$ cat src/rtl/uptime_pkg.sv
package uptime_pkg;
  localparam int DATA_W = 32;
  localparam logic [11:0] OFS_SECONDS = 12'h068;
  localparam logic [11:0] OFS_SUBSEC  = 12'h06C;
endpackage

$ cat src/rtl/uc_prescaler.sv
module uc_prescaler #(
  parameter int TICK_DIV = 16
) (
  input  logic clk,
  input  logic rst,
  output logic tick
);
  localparam int CW = (TICK_DIV > 1) ? $clog2(TICK_DIV) : 1;
  localparam logic [CW-1:0] LAST = CW'(TICK_DIV - 1);

  logic [CW-1:0] cnt;

  always_ff @(posedge clk) begin
    if (rst || cnt == LAST) cnt <= '0;
    else                    cnt <= cnt + 1'b1;
  end

  assign tick = (cnt == LAST);

  // the tick never repeats on back-to-back cycles
  a_r2_tick_spacing: assert property (@(posedge clk) disable iff (rst)
    tick |=> !tick);
endmodule

$ cat src/rtl/uc_subsec.sv
module uc_subsec #(
  parameter int TICK_DIV = 16,
  parameter int WRAP     = 25_000_000
) (
  input  logic            clk,
  input  logic            rst,
  input  logic            tick,
  output logic [31:0]     value,
  output logic            wrap_tick
);
  localparam int SW = $clog2(WRAP);
  localparam logic [SW-1:0] STEP   = SW'(TICK_DIV);
  localparam logic [SW-1:0] LASTV  = SW'(WRAP - TICK_DIV);

  logic [SW-1:0] count;

  assign wrap_tick = tick && (count == LASTV);

  always_ff @(posedge clk) begin
    if (rst)            count <= '0;
    else if (wrap_tick) count <= '0;
    else if (tick)      count <= count + STEP;
  end

  assign value = 32'(count);

  // no movement between ticks
  a_r2_hold: assert property (@(posedge clk) disable iff (rst)
    !tick |=> $stable(count));
  // the value stays below the wrap point
  a_r4_below_wrap: assert property (@(posedge clk) disable iff (rst)
    32'(count) < 32'(WRAP));
  // low nibble stays clear
  a_r3_low_zero: assert property (@(posedge clk) disable iff (rst)
    tick |=> value[3:0] == 4'h0);
endmodule

$ cat src/rtl/uc_seconds.sv
module uc_seconds #(
  parameter int SEC_W = 32
) (
  input  logic             clk,
  input  logic             rst,
  input  logic             inc,
  output logic [SEC_W-1:0] secs
);
  always_ff @(posedge clk) begin
    if (rst)      secs <= '0;
    else if (inc) secs <= secs + 1'b1;
  end

  // one step per sub-second wrap, none otherwise
  a_r5_step: assert property (@(posedge clk) disable iff (rst)
    inc |=> secs == SEC_W'($past(secs) + 1'b1));
  a_r5_hold: assert property (@(posedge clk) disable iff (rst)
    !inc |=> $stable(secs));
endmodule

$ cat src/rtl/uc_readport.sv
module uc_readport #(
  parameter int ADDR_W = 12,
  parameter int SEC_W  = 32
) (
  input  logic              clk,
  input  logic              rst,
  input  logic              rd_en,
  input  logic [ADDR_W-1:0] rd_addr,
  input  logic [SEC_W-1:0]  secs,
  input  logic [31:0]       subsec,
  output logic [31:0]       rd_data,
  output logic              rd_valid
);
  import uptime_pkg::*;

  localparam logic [ADDR_W-1:0] A_SEC = ADDR_W'(OFS_SECONDS);
  localparam logic [ADDR_W-1:0] A_SUB = ADDR_W'(OFS_SUBSEC);

  logic [31:0] snap;
  logic        pend;

  always_ff @(posedge clk) begin
    if (rst) begin
      rd_data  <= '0;
      rd_valid <= 1'b0;
      snap     <= '0;
      pend     <= 1'b0;
    end else begin
      rd_valid <= rd_en;
      if (rd_en) begin
        if (rd_addr == A_SEC) begin
          rd_data <= 32'(secs);
          snap    <= subsec;
          pend    <= 1'b1;
        end else if (rd_addr == A_SUB) begin
          rd_data <= pend ? snap : subsec;
          pend    <= 1'b0;
        end else begin
          rd_data <= '0;
        end
      end
    end
  end

  // one-cycle read latency
  a_r7_valid_on: assert property (@(posedge clk) disable iff (rst)
    rd_en |=> rd_valid);
  a_r7_valid_off: assert property (@(posedge clk) disable iff (rst)
    !rd_en |=> !rd_valid);
  // a seconds read arms the capture
  a_r8_capture: assert property (@(posedge clk) disable iff (rst)
    (rd_en && rd_addr == A_SEC) |=> (pend && snap == $past(subsec)));
endmodule

$ cat src/rtl/uptime_counters.sv
module uptime_counters #(
  parameter int TICK_DIV = 16,
  parameter int WRAP     = 25_000_000,
  parameter int SEC_W    = 32,
  parameter int ADDR_W   = 12
) (
  input  logic              clk,
  input  logic              rst,
  input  logic              rd_en,
  input  logic [ADDR_W-1:0] rd_addr,
  input  logic              wr_en,
  input  logic [ADDR_W-1:0] wr_addr,
  input  logic [31:0]       wr_data,
  output logic [31:0]       rd_data,
  output logic              rd_valid
);
  logic             tick;
  logic             wrap_tick;
  logic [31:0]      subsec;
  logic [SEC_W-1:0] secs;

  // Both counters are read-only: the write side is accepted and dropped.
  logic unused_wr;
  assign unused_wr = ^{wr_en, wr_addr, wr_data};

  uc_prescaler #(.TICK_DIV(TICK_DIV)) u_pre (
    .clk(clk), .rst(rst), .tick(tick));

  uc_subsec #(.TICK_DIV(TICK_DIV), .WRAP(WRAP)) u_sub (
    .clk(clk), .rst(rst), .tick(tick), .value(subsec), .wrap_tick(wrap_tick));

  uc_seconds #(.SEC_W(SEC_W)) u_sec (
    .clk(clk), .rst(rst), .inc(wrap_tick), .secs(secs));

  uc_readport #(.ADDR_W(ADDR_W), .SEC_W(SEC_W)) u_rd (
    .clk(clk), .rst(rst), .rd_en(rd_en), .rd_addr(rd_addr),
    .secs(secs), .subsec(subsec), .rd_data(rd_data), .rd_valid(rd_valid));
endmodule

$ cat config.mk
export PLATFORM = sky130hd
export DESIGN_NAME = uptime_counters
export DESIGN_NICKNAME = d
export VERILOG_FILES = /design/src/rtl/uptime_pkg.sv /design/src/rtl/uc_prescaler.sv /design/src/rtl/uc_subsec.sv /design/src/rtl/uc_seconds.sv /design/src/rtl/uc_readport.sv /design/src/rtl/uptime_counters.sv
export SDC_FILE = /design/constraint.sdc
export NUM_CORES = 1
export LEC_CHECK = 0
export BUFFER_PORTS_ARGS = -buffer_cell sky130_fd_sc_hd__buf_2
export CAP_MARGIN = 20
export CORE_MARGIN = 10
export CORE_UTILIZATION = 50
export CTS_CLUSTER_DIAMETER = 40
export CTS_CLUSTER_SIZE = 16
export DETAILED_ROUTE_END_ITERATION = 12
export GPL_TIMING_DRIVEN = 0
export PLACE_DENSITY_LB_ADDON = 0.25
export SLEW_MARGIN = 20
export SYNTH_ARGS = -nofsm -noshare
export SYNTH_HDL_FRONTEND = slang
export SYNTH_SLANG_ARGS = --single-unit
$ cat constraint.sdc
create_clock -name clk -period 2.1 [get_ports clk]
set_input_delay 0 -clock clk [delete_from_list [all_inputs] [get_ports clk]]
set_output_delay 0 -clock clk [all_outputs]
set_load 0.01 [all_outputs]
==> flow_metrics.tcl <==
set metrics [dict create \
    drive_gt1_frac 0.172 \
    power_frac_clock 0.351 \
    grt_usage 0.184 \
    startpoint_type "register" \
    hold_path_class "input pin to register" \
    setup_viol 45 \
    gp_congestion 0.843 \
    syn-num-nets 679 \
    num-fill-cells 854 \
    clk_pin_slew_worst_paths_ps 110 \
    seq_area_frac_synth 0.441 \
    rsz0062_at_grt "true" \
    pwr-share-seq 0.609 \
    p_switching_uw 882 \
    critPathKind "register to register" \
    synth.top_cell.area_share 0.441 \
    crit_path_end_kind "register" \
    combPwrFrac 0.040 \
    htree_levels 3 \
    yosys.area.top_type "dfxtp_1" \
    cts_buffers 9 \
    synth_cells 616 \
    core_area_um2 9860 \
    drtAntennaViolNets 0 \
    arrival_ps 2630 \
    ys_warn_count 0 \
    synth_area_per_cell_um2 8.26 \
    cp_max_fo 6 \
    antenna_found_initial 0 \
    slowest_stage "or4_4" \
    total_power_mw 3.50 \
    drt-pass1-iter-count 5 \
    fp.dieW_um 121 \
    cts_sinks 112 \
    powerDensity_nw_per_um2 585 \
    violations "setup timing" \
    sw_frac_of_total 0.252 \
    slew_violations 0 \
    holdWs_ps 21.6 \
    place_area_um2 5490 \
    hpwl_mm 9.79 \
    synth_area_leaders "dfxtp_1 44%, a21oi_1 7.6%, nand2_1 6.0%" \
    grt_pass1_wl_mm 22.1 \
    multiInputGateArea_um2 2740 \
    p_int_mw 2.62 \
    avgRoutedWirePerCell_um 16.5 \
    io_buffers 46 \
    tightest_slew_ps 720 \
    finalCriticalPeriod_ps 2310 \
    syn-cell-area_um2 5090 \
    cp_slowest_stage_delay_ps 560 \
    grt-ovfl-total 0 \
    tritoncts "yes" \
    antennaDiodeCount 0 \
    dieArea_um2 14600 \
    grt_pass1_vias 4479 \
    grt_max_degree 20 \
    insertion_delay_ps 380 \
    detailroute.via_count 4730 \
    ys.flop_type "dfxtp_1" \
    root_buffer "clkbuf_8" \
    maxCapViolCount 0 \
    synth_edf_count 0 \
    skew_ps 12.1 \
    fp-row-count 36 \
    ff_latch_area_um2 2260 \
    synth_cell_types 40 \
    routed_wl_mm 13.7 \
    remaining_drc_errors 0 \
    die_h_um 121 \
    syn_to_final_growth_pct 17.5 \
    max-slew-margin-rel 0.520 \
    postSynth.asyncResetShare 0 \
    ys_seq_elements 112 \
    outcome "complete, but fails checks" \
    crit_path_frequent_cell "buf_6" \
    hold_viol 0 \
    viasPerCell 5.69 \
    irDropWorstVdd_mv 0.334 \
    clock_path_buffers 2 \
    fmax_mhz 433 \
    period_share 1.10 \
    finalSetupTns_ps -4060 \
    io_pins 93 \
    fin_area_um2 5980 \
    crit_chain "or4_4, nor4b_4, nand3_2, buf_6, buf_6, or3_4, a21oi_2" \
    p_leak_nw 2.06 \
    initial_utilization 0.516 \
    cp.required_ps 2420 \
    drt-initial-drc-count 355 \
    dpl_worst_slack_ps -518 \
    layout.nets 756 \
    setup_slack_ps -208 \
]
[cells in the mapped netlist (2+ instances only)]
cell type and instances:
nand4_4 2, nor3_1 13, ha_1 3, nand3_1 16
nand2b_1 23, xor2_1 9, inv_1 11, or4_1 5
nand2_1 81, nand4_1 19, or3_1 17, o31ai_1 3
nor4bb_1 2, a21oi_1 77, o21ai_0 18, o211ai_1 4
clkbuf_1 34, clkbuf_2 3, and3_1 6, and2_1 2
dfxtp_1 112, nor4_1 5, buf_2 3, nor2b_1 15
o2111ai_1 21, xnor2_1 22, mux2i_1 19, nor2_1 59
[layer usage]
metal / track usage / share of wire / vias to the layer above
met5: 0 / 0 / -
met4: 0.0596 / 0.017 / 0
met3: 0.0344 / 0.051 / 24
met2: 0.316 / 0.49 / 123
met1: 0.227 / 0.44 / 2282
li1: - / - / 2301
[power groups by stage]
stage | combinational [mW] | sequential, mW | clock, mW
6_report | 0.141 | 2.13 | 1.23
3_3_place_gp | 0.127 | 2.18 | 0
2_1_floorplan | 0.0778 | 2.18 | 0
4_1_cts | 0.140 | 2.13 | 1.23
3_5_place_dp | 0.129 | 2.18 | 0
5_1_grt | 0.155 | 2.13 | 1.32
[timing repair]
item / 4_1_cts / 5_1_grt
pin swaps: 24 / 7
buffers inserted: 11 / 8
cloned: 2 / 0
endpoints found under the hold margin: 1 / 0
endpoints found under the setup margin: 53 / 58
gates resized for setup: 32 / 17
hold buffers: 1 / 0
[stage by stage]
step | std cells | util
floorplan | 616 | -
global placement | 795 | 0.556
detailed placement | 795 | 0.556
CTS | 825 | 0.598
global route | 831 | 0.606
finish | 831 | 0.606
[cell usage in the layout, fill, tap and decap left out, types with 9 or more instances in the layout]
| cell | n |
|---|---|
| a21oi_1 | 74 |
| o2111ai_1 | 21 |
| nor3_1 | 12 |
| clkbuf_8 | 11 |
| xor2_1 | 9 |
| nand2b_1 | 22 |
| inv_1 | 11 |
| nand3_1 | 15 |
| buf_4 | 17 |
| buf_2 | 47 |
| mux2i_1 | 19 |
| xnor2_1 | 22 |
| nor2_1 | 59 |
| nand2_1 | 80 |
| o21ai_0 | 17 |
| nor2b_1 | 15 |
| or3_1 | 16 |
| nand4_1 | 19 |
| dfxtp_1 | 105 |
| clkbuf_1 | 31 |
[critical path: cells and delay by family, from the launching register on]
kind                   cells  cell delay [ps]
AND/OR/NAND/NOR            4             1490
AO/OA/AOI/OAI              1              120
buffers and inverters      2              280
flip-flops                 1              360
[sequential cells by signal, summed over array words and instances (netlist names)]
name           cells
u_rd.rd_valid      1
u_rd.rd_data      32
u_sub.count       21
u_rd.snap         21
u_sec.secs        32
u_pre.cnt          4
u_rd.pend          1
[cells by family after synthesis]
group                      Yosys count  share of synthesized area
DFF                                112                      0.441
muxes                               19                     0.0374
AOI/OAI and AO/OA                  124                      0.142
xor gates and xnor gates            31                     0.0533
adders and majority gates            3                    0.00738
and+or+nand+nor                    275                      0.279
buffers and inverters               52                     0.0413
[worst paths after layout]
kind                                startpoint             end  slack, ps  cells after the start
worst max-delay path            u_sub.count[9]  u_sec.secs[12]       -210                      7
worst min-delay path                     rd_en       u_rd.pend         20                      4
worst max register to register  u_sub.count[9]  u_sec.secs[12]       -210                      7
worst min register to register   u_rd.snap[13]   u_rd.snap[13]        460                      2
[layout make-up]
| cell class | instances | share of cell area |
|---|---|---|
| multi-input combinational | 452 | 0.457 |
| tap | 133 | 0.0278 |
| buffer | 39 | 0.0312 |
| clock buffer | 9 | 0.0207 |
| clock inverter | 7 | 0.00899 |
| inverter | 11 | 0.00690 |
| timing repair buffer | 68 | 0.0690 |
| sequential | 112 | 0.378 |
(Power assumes the default switching activity.)
